--- src/rtl/bpsk_tx_pkg.sv ---
package bpsk_tx_pkg;

    typedef enum logic [1:0] {
        ST_HEADER,
        ST_TYPE,
        ST_PAYLOAD,
        ST_CRC
    } tx_state_t;

    localparam int          SAMPLES_PER_BIT = 8;
    localparam int          HDR_BYTES       = 2;
    localparam logic [7:0]  SYNC_FIRST      = 8'hFF;
    localparam logic [7:0]  SYNC_SECOND     = 8'hF0;
    localparam logic [7:0]  KIND_IDLE       = 8'hC5;
    localparam logic [7:0]  KIND_DATA       = 8'hA6;
    localparam logic [7:0]  CRC_GEN         = 8'h07;
    localparam logic [6:0]  SCR_SEED        = 7'h7F;

endpackage

--- src/rtl/bpsk_tx_scrambler.sv ---
module bpsk_tx_scrambler
    import bpsk_tx_pkg::*;
(
    input  logic clk,
    input  logic rst_n,
    input  logic load,
    input  logic step,
    output logic seq_bit
);

    logic [6:0] lfsr;

    always_ff @(posedge clk or negedge rst_n) begin
        if (!rst_n) begin
            lfsr <= SCR_SEED;
        end else if (load) begin
            lfsr <= SCR_SEED;
        end else if (step) begin
            lfsr <= {lfsr[5:0], lfsr[6] ^ lfsr[5]};
        end
    end

    assign seq_bit = lfsr[6];


    scr_state_nonzero_chk: assert property (@(posedge clk) disable iff (!rst_n)
        lfsr != 7'd0);

endmodule

--- src/rtl/bpsk_tx_crc8.sv ---
module bpsk_tx_crc8
    import bpsk_tx_pkg::*;
(
    input  logic       clk,
    input  logic       rst_n,
    input  logic       clr,
    input  logic       en,
    input  logic       din,
    output logic [7:0] crc
);

    logic fb;
    assign fb = crc[7] ^ din;

    always_ff @(posedge clk or negedge rst_n) begin
        if (!rst_n) begin
            crc <= 8'd0;
        end else if (clr) begin
            crc <= 8'd0;
        end else if (en) begin
            crc <= {crc[6:0], 1'b0} ^ (fb ? CRC_GEN : 8'd0);
        end
    end

endmodule

--- src/rtl/bpsk_tx_carrier.sv ---
module bpsk_tx_carrier #(
    parameter int SW  = 16,
    parameter int AMP = 32767
) (
    input  logic                 [2:0]    phase,
    input  logic                          bit_val,
    output logic signed          [SW-1:0] smp_i,
    output logic signed          [SW-1:0] smp_q
);

    localparam logic [47:0]             PROD = 48'(AMP) * 48'd46341;
    localparam logic signed [SW-1:0]    PA   = SW'(AMP);
    localparam logic signed [SW-1:0]    PD   = SW'(PROD >> 16);

    function automatic logic signed [SW-1:0] cos_at(input logic [2:0] p);
        logic signed [SW-1:0] v;
        unique case (p)
            3'd0:    v = PA;
            3'd1:    v = PD;
            3'd2:    v = '0;
            3'd3:    v = -PD;
            3'd4:    v = -PA;
            3'd5:    v = -PD;
            3'd6:    v = '0;
            default: v = PD;
        endcase
        return v;
    endfunction

    logic signed [SW-1:0] c_val;
    logic signed [SW-1:0] s_val;

    always_comb begin
        c_val = cos_at(phase);
        s_val = cos_at(phase - 3'd2);
        smp_i = bit_val ? c_val : -c_val;
        smp_q = bit_val ? s_val : -s_val;
    end

endmodule

--- src/rtl/bpsk_tx.sv ---
module bpsk_tx
    import bpsk_tx_pkg::*;
#(
    parameter int PKT_BYTES = 32,
    parameter int SW        = 16,
    parameter int AMP       = 32767,
    localparam int PAY_BYTES = PKT_BYTES - HDR_BYTES - 2,
    localparam int AW        = $clog2(PAY_BYTES),
    localparam int BCW       = $clog2(PKT_BYTES)
) (
    input  logic                 clk,
    input  logic                 rst_n,
    input  logic                 send_req,
    output logic                 send_ack,
    output logic [AW-1:0]        pay_addr,
    input  logic [7:0]           pay_data,
    output logic                 out_valid,
    output logic signed [SW-1:0] out_i,
    output logic signed [SW-1:0] out_q
);

    localparam logic [BCW-1:0] LAST_BYTE = BCW'(PKT_BYTES - 1);
    localparam logic [BCW-1:0] LAST_PAY  = BCW'(PKT_BYTES - 2);
    localparam logic [BCW-1:0] LAST_HDR  = BCW'(HDR_BYTES - 1);

    tx_state_t      state, state_nx;
    logic [2:0]     phase;
    logic [2:0]     bit_idx;
    logic [BCW-1:0] byte_idx;
    logic           bit_end, byte_end, pkt_start;
    logic           pending, is_data, take;
    logic [7:0]     raw_byte, crc_val;
    logic           raw_bit, scr_bit, scr_on, tx_bit;
    logic signed [SW-1:0] car_i, car_q;

    assign bit_end   = (phase == 3'd7);
    assign byte_end  = bit_end && (bit_idx == 3'd7);
    assign pkt_start = (state == ST_HEADER) && (byte_idx == '0)
                       && (bit_idx == 3'd0) && (phase == 3'd0);
    assign take      = pending | send_req;

    // pacing counters
    always_ff @(posedge clk or negedge rst_n) begin
        if (!rst_n) begin
            phase    <= 3'd0;
            bit_idx  <= 3'd0;
            byte_idx <= '0;
        end else begin
            phase <= phase + 3'd1;
            if (bit_end)  bit_idx <= bit_idx + 3'd1;
            if (byte_end) byte_idx <= (byte_idx == LAST_BYTE) ? '0 : byte_idx + 1'b1;
        end
    end

    // state register
    always_ff @(posedge clk or negedge rst_n) begin
        if (!rst_n) state <= ST_HEADER;
        else        state <= state_nx;
    end

    // transitions
    always_comb begin
        state_nx = state;
        unique case (state)
            ST_HEADER:  if (byte_end && byte_idx == LAST_HDR) state_nx = ST_TYPE;
            ST_TYPE:    if (byte_end) state_nx = ST_PAYLOAD;
            ST_PAYLOAD: if (byte_end && byte_idx == LAST_PAY) state_nx = ST_CRC;
            ST_CRC:     if (byte_end) state_nx = ST_HEADER;
            default:    state_nx = ST_HEADER;
        endcase
    end

    // byte selection
    always_comb begin
        unique case (state)
            ST_HEADER:  raw_byte = byte_idx[0] ? SYNC_SECOND : SYNC_FIRST;
            ST_TYPE:    raw_byte = is_data ? KIND_DATA : KIND_IDLE;
            ST_PAYLOAD: raw_byte = is_data ? pay_data : 8'h00;
            ST_CRC:     raw_byte = crc_val;
            default:    raw_byte = 8'h00;
        endcase
    end

    assign raw_bit = raw_byte[3'd7 - bit_idx];
    assign scr_on  = (state != ST_HEADER);
    assign tx_bit  = raw_bit ^ (scr_on & scr_bit);

    bpsk_tx_scrambler u_scr (
        .clk     (clk),
        .rst_n   (rst_n),
        .load    (pkt_start),
        .step    (bit_end & scr_on),
        .seq_bit (scr_bit)
    );

    bpsk_tx_crc8 u_crc (
        .clk   (clk),
        .rst_n (rst_n),
        .clr   (pkt_start),
        .en    (bit_end && (state == ST_TYPE || state == ST_PAYLOAD)),
        .din   (raw_bit),
        .crc   (crc_val)
    );

    bpsk_tx_carrier #(.SW(SW), .AMP(AMP)) u_car (
        .phase   (phase),
        .bit_val (tx_bit),
        .smp_i   (car_i),
        .smp_q   (car_q)
    );

    // outputs, request latch and buffer address
    always_ff @(posedge clk or negedge rst_n) begin
        if (!rst_n) begin
            out_valid <= 1'b0;
            out_i     <= '0;
            out_q     <= '0;
            send_ack  <= 1'b0;
            pending   <= 1'b0;
            is_data   <= 1'b0;
            pay_addr  <= '0;
        end else begin
            out_valid <= 1'b1;
            out_i     <= car_i;
            out_q     <= car_q;
            send_ack  <= pkt_start & take;
            if (pkt_start) begin
                is_data <= take;
                pending <= 1'b0;
            end else begin
                pending <= take;
            end
            if (byte_end) begin
                if (byte_idx >= BCW'(HDR_BYTES) && byte_idx < LAST_PAY)
                    pay_addr <= AW'(byte_idx - BCW'(HDR_BYTES));
                else
                    pay_addr <= '0;
            end
        end
    end


    ack_single_chk: assert property (@(posedge clk) disable iff (!rst_n)
        send_ack |=> !send_ack);


    ack_data_chk: assert property (@(posedge clk) disable iff (!rst_n)
        send_ack |-> is_data);


    valid_hold_chk: assert property (@(posedge clk) disable iff (!rst_n)
        out_valid |=> out_valid);


    addr_stable_chk: assert property (@(posedge clk) disable iff (!rst_n)
        !byte_end |=> $stable(pay_addr));


    state_order_chk: assert property (@(posedge clk) disable iff (!rst_n)
        (state == ST_CRC && byte_end) |=> (state == ST_HEADER && byte_idx == '0));

endmodule

--- config.mk ---
export PLATFORM = sky130hd
export DESIGN_NAME = bpsk_tx
export DESIGN_NICKNAME = d
export VERILOG_FILES = /design/src/rtl/bpsk_tx_pkg.sv /design/src/rtl/bpsk_tx_scrambler.sv /design/src/rtl/bpsk_tx_crc8.sv /design/src/rtl/bpsk_tx_carrier.sv /design/src/rtl/bpsk_tx.sv
export SDC_FILE = /design/constraint.sdc
export NUM_CORES = 1
export LEC_CHECK = 0
export BUFFER_PORTS_ARGS = -buffer_cell sky130_fd_sc_hd__clkbuf_2
export CORE_MARGIN = 2
export CORE_UTILIZATION = 60
export DETAILED_ROUTE_END_ITERATION = 8
export PLACE_DENSITY = 0.83
export SLEW_MARGIN = 0
export SYNTH_ARGS = -nofsm -noshare
export SYNTH_HDL_FRONTEND = slang
export SYNTH_SLANG_ARGS = --single-unit
export TNS_END_PERCENT = 100
--- constraint.sdc ---
create_clock -name clk -period 4.32 [get_ports clk]
set_input_delay 1.08 -clock clk [delete_from_list [all_inputs] [get_ports clk]]
set_output_delay 1.08 -clock clk [all_outputs]
set_load 0.005 [all_outputs]
==> impl_metrics.toml, run 1 <==
[run_status]
outcome = "finished, final reports clean"

[clock_network]
clk_pin_slew_ns = 0.08
cts_root_buffer = "clkbuf_8"
cts_sinks = 47
htreeDepth = 2
cts_resized = 0
cts_max_path_buffers = 2
tritoncts = "yes"
cts_setup_buffers = 0
cts_buffers = 5
insertion_delay_ns = 0.31
ctsHoldBuffers = 0

[sta]
hold_slack_ns = 0.4870
skew_ns = 0.006923
relSlewSlack_pct = 51.86
hold_violations = 0
finalCritPeriodShare_pct = 64.34
tightest_slew_ns = 0.7207
finalSetupViolCount = 0
period_needed_ns = 2.779
finalSetupTns_ns = 0
rsz0062_at_grt = "no"
max_freq_mhz = 359.8
slew_violations = 0

[pwr]
power.internal_w = 0.0005590
powerDensity_nw_per_um2 = 237.5
pwr-share-comb_pct = 2.1
fin_total_pwr_w = 0.0007193
ir_worst_vdd_mv = 0.2051
netSwitchingPower_w = 0.0001603
p_sw_share_pct = 22.29
leakage_nw = 1.424
p_clk_share_pct = 36.5
p_seq_share_pct = 61.4

[worst_hold_path]
whs_path_depth = 2
whs_endpoint = "pay_addr[0]"
hp-class = "reg2reg"
min_from = "pay_addr[0]"

[setup_path]
r2r-start = "state[0]"
cp.depth = 9
r2r-end = "out_q[13]"
cpPeakStageDelay_ns = 0.57
crit_chain = "inv_1 > ha_1 > nand2_1 > inv_1 > a21oi_1 > o311ai_1 > and2_1 > xor2_2 > mux2i_1"
criticalPathCategory = "reg2reg"
cp-end-kind = "flop"
cp_data_arrival_time_ns = 3.00
crit_path_top_delay_cell = "o311ai_1"
worstPathMaxFanout = 5
path_buf_inv = 2
crit_path_start_kind = "flop"
cpMostUsedCell = "inv_1"
rrSetupSlack_ns = 1.54
crit_family = "compound AO/OA/AOI/OAI gates"
required_ns = 4.54
worstRegToRegCells = 9

[routing]
num_vias = 2064
totalWireLength_um = 4998
via_per_inst = 5.534
wl_per_cell_um = 13.40
antenna_left = 0
drt_iter0_drc = 161
drc = 0
drtPass1Iterations = 5

[logic_synthesis]
synth.top_cell.area_share_pct = 35.20
yosysTopAreaCell = "dfrtp_1"
synth_area_leaders = "dfrtp_1, ha_1, dfstp_2"
synth-async-reset-ratio_pct = 100.0
synth.net_count = 327
ys_seq_elements = 47
synth_edf_count = 0
yosys_warnings = 0
synth_cell_type_count = 44
syn-instance-count = 293
synth_area_um2 = 2844
ys_seq_area_share_pct = 41.66
syn_avg_cell_area_um2 = 9.706
ys.flop_type = "dfrtp_1"

[flow_run]
cap_violations = 0

[place]
routabilityCongestion = 0.9481
dp.cells = 365
io_buffer_count = 49
dpl.hpwl_um = 3781

[grt]
track_usage_pct = 20.74
grt_max_degree = 31
grt_pass1_wl_um = 8507
grt_pass1_vias = 1899
antenna_found_initial = 0
grt-ovfl-total = 0

[layout]
diodes = 0
final_cells = 373
drive_gt1_share_pct = 22.88
final_nets = 352
fin_util_pct = 64.99
layout-area-overhead-vs-synth_pct = 6.511
fill_cells = 364

[floorplan]
start_util_pct = 61.02
core_area_um2 = 4661
die_w_um = 72.85
die_h_um = 72.85
pin_count = 50
rows = 25
die-area_um2 = 5306
## power by group through the flow
stage	sequential [W]	clock (W)	combinational [W]
after floorplan	0.000450	0	0.00000146
after global placement	0.000450	0	0.0000158
after detailed placement	0.000450	0	0.0000161
after CTS	0.000442	0.000270	0.0000161
after global routing	0.000442	0.000285	0.0000181
final	0.000442	0.000262	0.0000152
## worst max-delay path by stage
| stage | start | end | slack, ns |
|---|---|---|---|
| after floorplan | pay_data[7] | out_q[13] | 1.88 |
| after global placement | pay_data[5] | out_q[13] | 1.52 |
| after detailed placement | pay_data[5] | out_q[13] | 1.42 |
| after CTS | state[0] | out_q[13] | 1.54 |
| after global routing | state[0] | out_q[13] | 1.34 |
| final | state[0] | out_q[13] | 1.54 |
## metal layers
layer / up-vias / GRT usage [%] / wire length, um
met4: 0 / 8.642 / 101
li1: 1017 / - / -
met2: 62 / 34.65 / 2487
met1: 974 / 26.04 / 2164
met5: - / 0 / 0
met3: 11 / 4.558 / 245
## worst reg2reg max path, cell delays in order (launching register included)
cell	delay (ns)
dfrtp_1	0.42
inv_1	0.11
ha_1	0.25
nand2_1	0.09
inv_1	0.13
a21oi_1	0.08
o311ai_1	0.57
and2_1	0.47
xor2_2	0.33
mux2i_1	0.24
## kinds of logic (layout without fill, tap and decap cells)
| kind of cell | after synthesis | in the layout | share of synthesized area, % |
|---|---|---|---|
| buffers and inverters | 50 | 76 | 10.12 |
| and+or+nand+nor | 82 | 82 | 12.80 |
| AOI/OAI and AO/OA | 57 | 57 | 12.67 |
| adders and majority gates | 23 | 23 | 10.12 |
| muxes | 19 | 19 | 7.919 |
| other | 1 | 1 | 0.1319 |
| xor gates and xnor gates | 14 | 14 | 4.576 |
| DFF | 47 | 47 | 41.66 |
## registers in the layout, indices dropped and copies added, names as in the netlist
register,flops
bit_idx,3
byte_idx,5
is_data,1
out_i,5
out_q,5
out_valid,1
pay_addr,5
pending,1
phase,3
send_ack,1
state,2
u_crc.crc,8
u_scr.lfsr,7
## stage by stage
step	setup slack [ns]	cell area, um2
after global routing	1.343	3029
after floorplan	1.875	2844
after CTS	1.535	3029
after detailed placement	1.422	2944
after global placement	1.523	2944
final	1.541	3029
## Yosys cell counts, types with 3 or more instances
library cell  number
xnor2_1           10
nor2_1            13
mux2i_1           12
inv_1             18
nor3_1             6
dfrtp_1           40
nand2_1           40
o21ai_0           15
mux2_2             4
dfstp_2            7
xor2_1             3
nand3_1            7
a21oi_1           17
nor2b_1            4
and2_1             4
clkbuf_1           5
and3_1             3
o31ai_1            7
ha_1              23
buf_4             22
## placed cells by master (no fill, tap or decap), drive strengths merged, types with 2 or more instances in the layout
cell    instances
xnor2          10
dfrtp          40
nand2          40
a21o            2
dfstp           7
nor2           13
nor2b           4
nand3           7
o311ai          2
ha             23
and3            3
and2            4
clkbuf         55
nor3            6
o211ai          2
mux2i          14
inv            18
or3             2
a21oi          17
a221o           2
o21ai          17
mux2            5
nand2b          2
xor2            4
o31ai           7
## final cells by class
class,count,area (um2),share of cell area [%]
Multi-Input combinational cell,196,1371,45.27
Sequential cell,47,1185,39.12
Timing Repair Buffer,50,252.7,8.344
Clock buffer,6,72.57,2.396
Inverter,18,67.56,2.230
Tap cell,54,67.56,2.230
Clock inverter,2,12.51,0.4131
Note: power is estimated with default switching activity, not from simulation.
==> run 2: changes to the inputs <==
--- a/config.mk
+++ b/config.mk
@@ -7,9 +7,9 @@
 export LEC_CHECK = 0
 export BUFFER_PORTS_ARGS = -buffer_cell sky130_fd_sc_hd__clkbuf_2
 export CORE_MARGIN = 2
-export CORE_UTILIZATION = 60
+export CORE_UTILIZATION = 56
 export DETAILED_ROUTE_END_ITERATION = 8
-export PLACE_DENSITY = 0.83
+export PLACE_DENSITY = 0.78
 export SLEW_MARGIN = 0
 export SYNTH_ARGS = -nofsm -noshare
 export SYNTH_HDL_FRONTEND = slang
==> constraint.sdc (replaced) <==
create_clock -name clk -period 2.8 [get_ports clk]
set_input_delay 0.7 -clock clk [delete_from_list [all_inputs] [get_ports clk]]
set_output_delay 0.7 -clock clk [all_outputs]
set_load 0.005 [all_outputs]
==> run 2 against run 1 <==
Compared with the run above: global-route usage is 0.64 points lower; critical path depth is 2 lower; maximum frequency is 11% higher; sequential share of layout area is 0.81 points lower; routed wire length is 7.7% higher; critical path type unchanged.
==> impl_metrics.toml, run 2 (synthesis gave the netlist of run 1 again) <==
[pwr]
leakage_nw = 1.443
ir_worst_vdd_mv = 0.2293
powerDensity_nw_per_um2 = 360.6
fin_total_pwr_w = 0.001115

[clock_network]
cts_root_buffer = "clkbuf_8"
clk_pin_slew_ns = 0.09
cts_buffers = 5
tritoncts = "yes"
ctsHoldBuffers = 0
htreeDepth = 2
insertion_delay_ns = 0.30
cts_resized = 0
cts_sinks = 47
cts_max_path_buffers = 2
cts_setup_buffers = 0

[floorplan]
rows = 25
core_area_um2 = 4817
start_util_pct = 59.04
pin_count = 50
die_h_um = 75.27
die_w_um = 75.27
die-area_um2 = 5665

[setup_path]
crit_path_top_delay_cell = "dfrtp_1"
cp_data_arrival_time_ns = 2.73
criticalPathCategory = "reg2reg"
path_buf_inv = 1
cpPeakStageDelay_ns = 0.62
crit_path_end = "out_q[6]"
cp.depth = 7
crit_family = "simple AND/OR/NAND/NOR gates"
rrSetupSlack_ns = 0.30
r2r-end = "out_q[6]"
crit_path_start_kind = "flop"
worstRegToRegCells = 7
worstPathMaxFanout = 12
cp-end-kind = "flop"
setup.worst_path.start = "bit_idx[0]"
r2r-start = "bit_idx[0]"
required_ns = 3.03
crit_chain = "inv_1 > or3_1 > a221o_1 > a31o_1 > and2_2 > xor2_2 > mux2i_1"

[sta]
hold_slack_ns = 0.4030
rsz0062_at_grt = "no"
skew_ns = 0.006237
finalCritPeriodShare_pct = 89.25
slew_violations = 0
layout_setup_ws_ns = 0.3011
finalSetupTns_ns = 0
period_needed_ns = 2.499
relSlewSlack_pct = 49.11
hold_violations = 0
tightest_slew_ns = 0.7538
finalSetupViolCount = 0
max_freq_mhz = 400.2

[flow_run]
cap_violations = 0

[place]
routabilityCongestion = 0.8922
dpl-instance-area_um2 = 2995
pre_cts_ws_ns = 0.1836
dpl.hpwl_um = 4082
io_buffer_count = 49

[routing]
num_vias = 2052
totalWireLength_um = 5381
via_per_inst = 5.275
drt_iter0_drc = 79
wl_per_cell_um = 13.83
drtPass1Iterations = 4
drc = 0
antenna_left = 0

[layout]
layout_common_cells = "clkbuf_2, nand2_1, dfrtp_1"
reg.largest.list = "u_crc.crc: 8 flops, u_scr.lfsr: 7 flops"
final_nets = 355
largest-register = "u_crc.crc"
largest_reg_flops = 8
fill_cells = 415
drive_gt1_share_pct = 24.53
finalInstanceArea_um2 = 3093
diodes = 0
final_common_cell = "clkbuf_2"
layout-area-overhead-vs-synth_pct = 8.755

[worst_hold_path]
hp-class = "in2async"

[grt]
antenna_found_initial = 0
grt-ovfl-total = 0
track_usage_pct = 20.10
grt_max_degree = 25
grt_pass1_vias = 1925
grt_pass1_wl_um = 8721

[run_status]
outcome = "finished, final reports clean"
run 2: layer usage:
layer / wire length (um) / global-route usage [%] / share of wire [%] / vias to the layer above
met3: 203 / 4.284 / 3.8 / 7
met2: 2717 / 34.60 / 50 / 47
li1: - / - / - / 1028
met5: 0 / 0 / 0 / -
met4: 51 / 5.068 / 0.95 / 0
met1: 2408 / 25.94 / 45 / 970
run 2: per-stage QoR:
step | instances | utilization (%)
detailed placement | 381 | 62.18
finish | 389 | 64.21
global route | 389 | 64.21
global placement | 381 | 62.18
CTS | 389 | 64.03
floorplan | 293 | -
run 2: where the power goes:
| part | switching (W) | internal (W) | leakage (nW) |
|---|---|---|---|
| Combinational | 0.0000174 | 0.00000958 | 0.814 |
| Sequential | 0.00000164 | 0.000680 | 0.588 |
| Clock | 0.000233 | 0.000174 | 0.0402 |
run 2: how the worst min path moves through the flow:
stage | start | endpoint | slack, ns | cells after the start
after floorplan | rst_n | bit_idx[0] | 0.40 | 0
after global placement | pay_addr[1] | pay_addr[1] | 0.47 | 2
after detailed placement | pay_addr[4] | pay_addr[4] | 0.47 | 2
after CTS | rst_n | byte_idx[2] | 0.41 | 1
after global routing | rst_n | byte_idx[2] | 0.44 | 1
final | rst_n | byte_idx[2] | 0.40 | 1
run 2: area by class of cell:
| class | count | area, um2 | area share [%] |
|---|---|---|---|
| Multi-Input combinational cell | 196 | 1380 | 44.62 |
| Timing Repair Buffer | 53 | 287.8 | 9.304 |
| Clock buffer | 5 | 68.82 | 2.225 |
| Sequential cell | 47 | 1185 | 38.31 |
| Inverter | 18 | 67.56 | 2.184 |
| Tap cell | 67 | 83.83 | 2.710 |
| Clock inverter | 3 | 20.02 | 0.6472 |
==> run 3: changes to the inputs <==
--- a/config.mk
+++ b/config.mk
@@ -7,9 +7,9 @@
 export LEC_CHECK = 0
 export BUFFER_PORTS_ARGS = -buffer_cell sky130_fd_sc_hd__clkbuf_2
 export CORE_MARGIN = 2
-export CORE_UTILIZATION = 56
+export CORE_UTILIZATION = 50
 export DETAILED_ROUTE_END_ITERATION = 8
-export PLACE_DENSITY = 0.78
+export PLACE_DENSITY = 0.73
 export SLEW_MARGIN = 0
 export SYNTH_ARGS = -nofsm -noshare
 export SYNTH_HDL_FRONTEND = slang
==> constraint.sdc (replaced) <==
create_clock -name clk -period 2.1 [get_ports clk]
set_input_delay 0.525 -clock clk [delete_from_list [all_inputs] [get_ports clk]]
set_output_delay 0.525 -clock clk [all_outputs]
set_load 0.005 [all_outputs]
==> run 3 against run 2 <==
Compared with the run above: the flow now finishes with violations (setup timing); clock power increased by 67%; non-clock buffer count rose by 24; cell count is 7.5% higher; first-iteration DRC count rose by 8.9%; clock skew increased by 0.00082 ns; utilization shrank 1.5 points; sequential power grew 33%; flip-flop and latch count did not move; combinational power grew 21%; maximum frequency grew 14%; clock-buffer cell count stayed put; cell area is 12% higher.
==> impl_metrics.toml, run 3 (synthesis gave the netlist of run 1 again) <==
[run_status]
outcome = "finished with violations"
violations = "setup timing"

[place]
io_buffer_count = 49
dpl.hpwl_um = 3960
routabilityCongestion = 0.8333
dpl-instance-area_um2 = 3178

[clock_network]
clk_pin_slew_ns = 0.09
cts_root_buffer = "clkbuf_8"
cts_buffers = 5
cts_max_path_buffers = 2
insertion_delay_ns = 0.31
htreeDepth = 2
cts_sinks = 47
tritoncts = "yes"

[grt]
met2_usage_pct = 29.08
track_usage_pct = 18.18
grt_pass1_wl_um = 9011
grt-ovfl-total = 0
use_met3_pct = 4.525
use_met1_pct = 23.89
globalRoute.busiestLayer = "met2"
antenna_found_initial = 0
grt_pass1_vias = 1968
grt_max_degree = 48

[routing]
drc = 0
drtPass1Iterations = 5
via_per_inst = 5.175
num_vias = 2163
totalWireLength_um = 5464
drt_iter0_drc = 86
wl_per_cell_um = 13.07
antenna_left = 0

[floorplan]
pin_count = 50
rows = 27
start_util_pct = 51.65
core_area_um2 = 5507
die_w_um = 79.42
die-area_um2 = 6308
die_h_um = 79.42

[sta]
relSlewSlack_pct = 53.41
tightest_slew_ns = 0.6901
finalSetupTns_ns = -0.4513
period_needed_ns = 2.190
slew_violations = 0
max_freq_mhz = 456.7
finalSetupViolCount = 8
skew_ns = 0.007056
hold_violations = 0
rsz0062_at_grt = "yes"
layout_setup_ws_ns = -0.08958
finalCritPeriodShare_pct = 104.3

[layout]
final_common_cell = "clkbuf_2"
largest_reg_flops = 8
layout-area-overhead-vs-synth_pct = 21.43
drive_gt1_share_pct = 37.57
reg.largest.list = "u_crc.crc: 8 flops, u_scr.lfsr: 7 flops"
layout_common_cells = "clkbuf_2, dfrtp_1, nand2_1"
fin_util_pct = 62.71
finalInstanceArea_um2 = 3453
final_nets = 379
diodes = 0
largest-register = "u_crc.crc"

[pwr]
leakage_nw = 1.609
powerDensity_nw_per_um2 = 468.4
ir_worst_vdd_mv = 0.4156

[flow_run]
cap_violations = 0

[setup_path]
worstPathMaxFanout = 8
worstRegToRegCells = 8
cp-end-kind = "flop"
crit_path_start_kind = "flop"
cp_data_arrival_time_ns = 2.42
criticalPathCategory = "reg2reg"
required_ns = 2.33

[worst_hold_path]
hp-class = "in2async"
==> run 3: routing by layer <==
layer / routed length, um / vias to the layer above
met3: 249 / 9
met4: 75 / 0
met2: 2634 / 47
li1: - / 1079
met1: 2504 / 1028
met5: 0 / -
==> run 3: power by group <==
part	total [W]	switching, W	internal, W
clock	0.000676	0.000321	0.000355
combinational	0.0000327	0.0000218	0.0000109
sequential	0.000909	0.00000238	0.000907
==> run 3: critical path, stage by stage (launching register included) <==
cell      delay (ns)
dfrtp_2         0.45
buf_4           0.15
ha_4            0.19
a211oi_1        0.29
a21oi_1         0.11
a31o_1          0.24
and2_4          0.21
xor2_4          0.24
mux2i_1         0.22
==> run 3: worst paths after layout <==
| check | start | endpoint | slack [ns] |
|---|---|---|---|
| setup / recovery | state[1] | out_i[4] | -0.09 |
| hold / removal | rst_n | byte_idx[4] | 0.28 |
| setup reg to reg | state[1] | out_i[4] | -0.09 |
| hold reg to reg | pay_addr[0] | pay_addr[0] | 0.49 |
| max in group asynchronous | rst_n | state[1] | 1.39 |
| min in group clk | send_req | pending | 0.47 |
==> run 3: area by class of cell <==
| type | instances | area (um2) |
|---|---|---|
| flip-flops and latches | 47 | 1187 |
| inverters | 18 | 70.07 |
| repair buffers | 77 | 466.7 |
| fillers | 452 | 2053 |
| clock buffers | 5 | 68.82 |
| multi-input cells | 196 | 1526 |
| clock inverters | 3 | 43.79 |
| well taps | 72 | 90.09 |
==> run 3: timing repair <==
action	CTS	global route
setup buffers	2	5
gates resized for setup	7	25
hold buffers	0	0
pin swaps	5	14
endpoints found under the setup margin	9	31
==> run 3: through the flow <==
stage / power, W / worst slack [ns] / std cells / hold WS (ns)
floorplan: 0.0009292 / -0.06331 / 293 / 0.2294
global placement: 0.0009598 / -0.1595 / 405 / 0.4651
detailed placement: 0.0009599 / -0.2552 / 405 / 0.4761
CTS: 0.001631 / -0.05097 / 414 / 0.3223
global route: 0.001686 / -0.1787 / 418 / 0.3527
finish: 0.001618 / -0.08958 / 418 / 0.2833
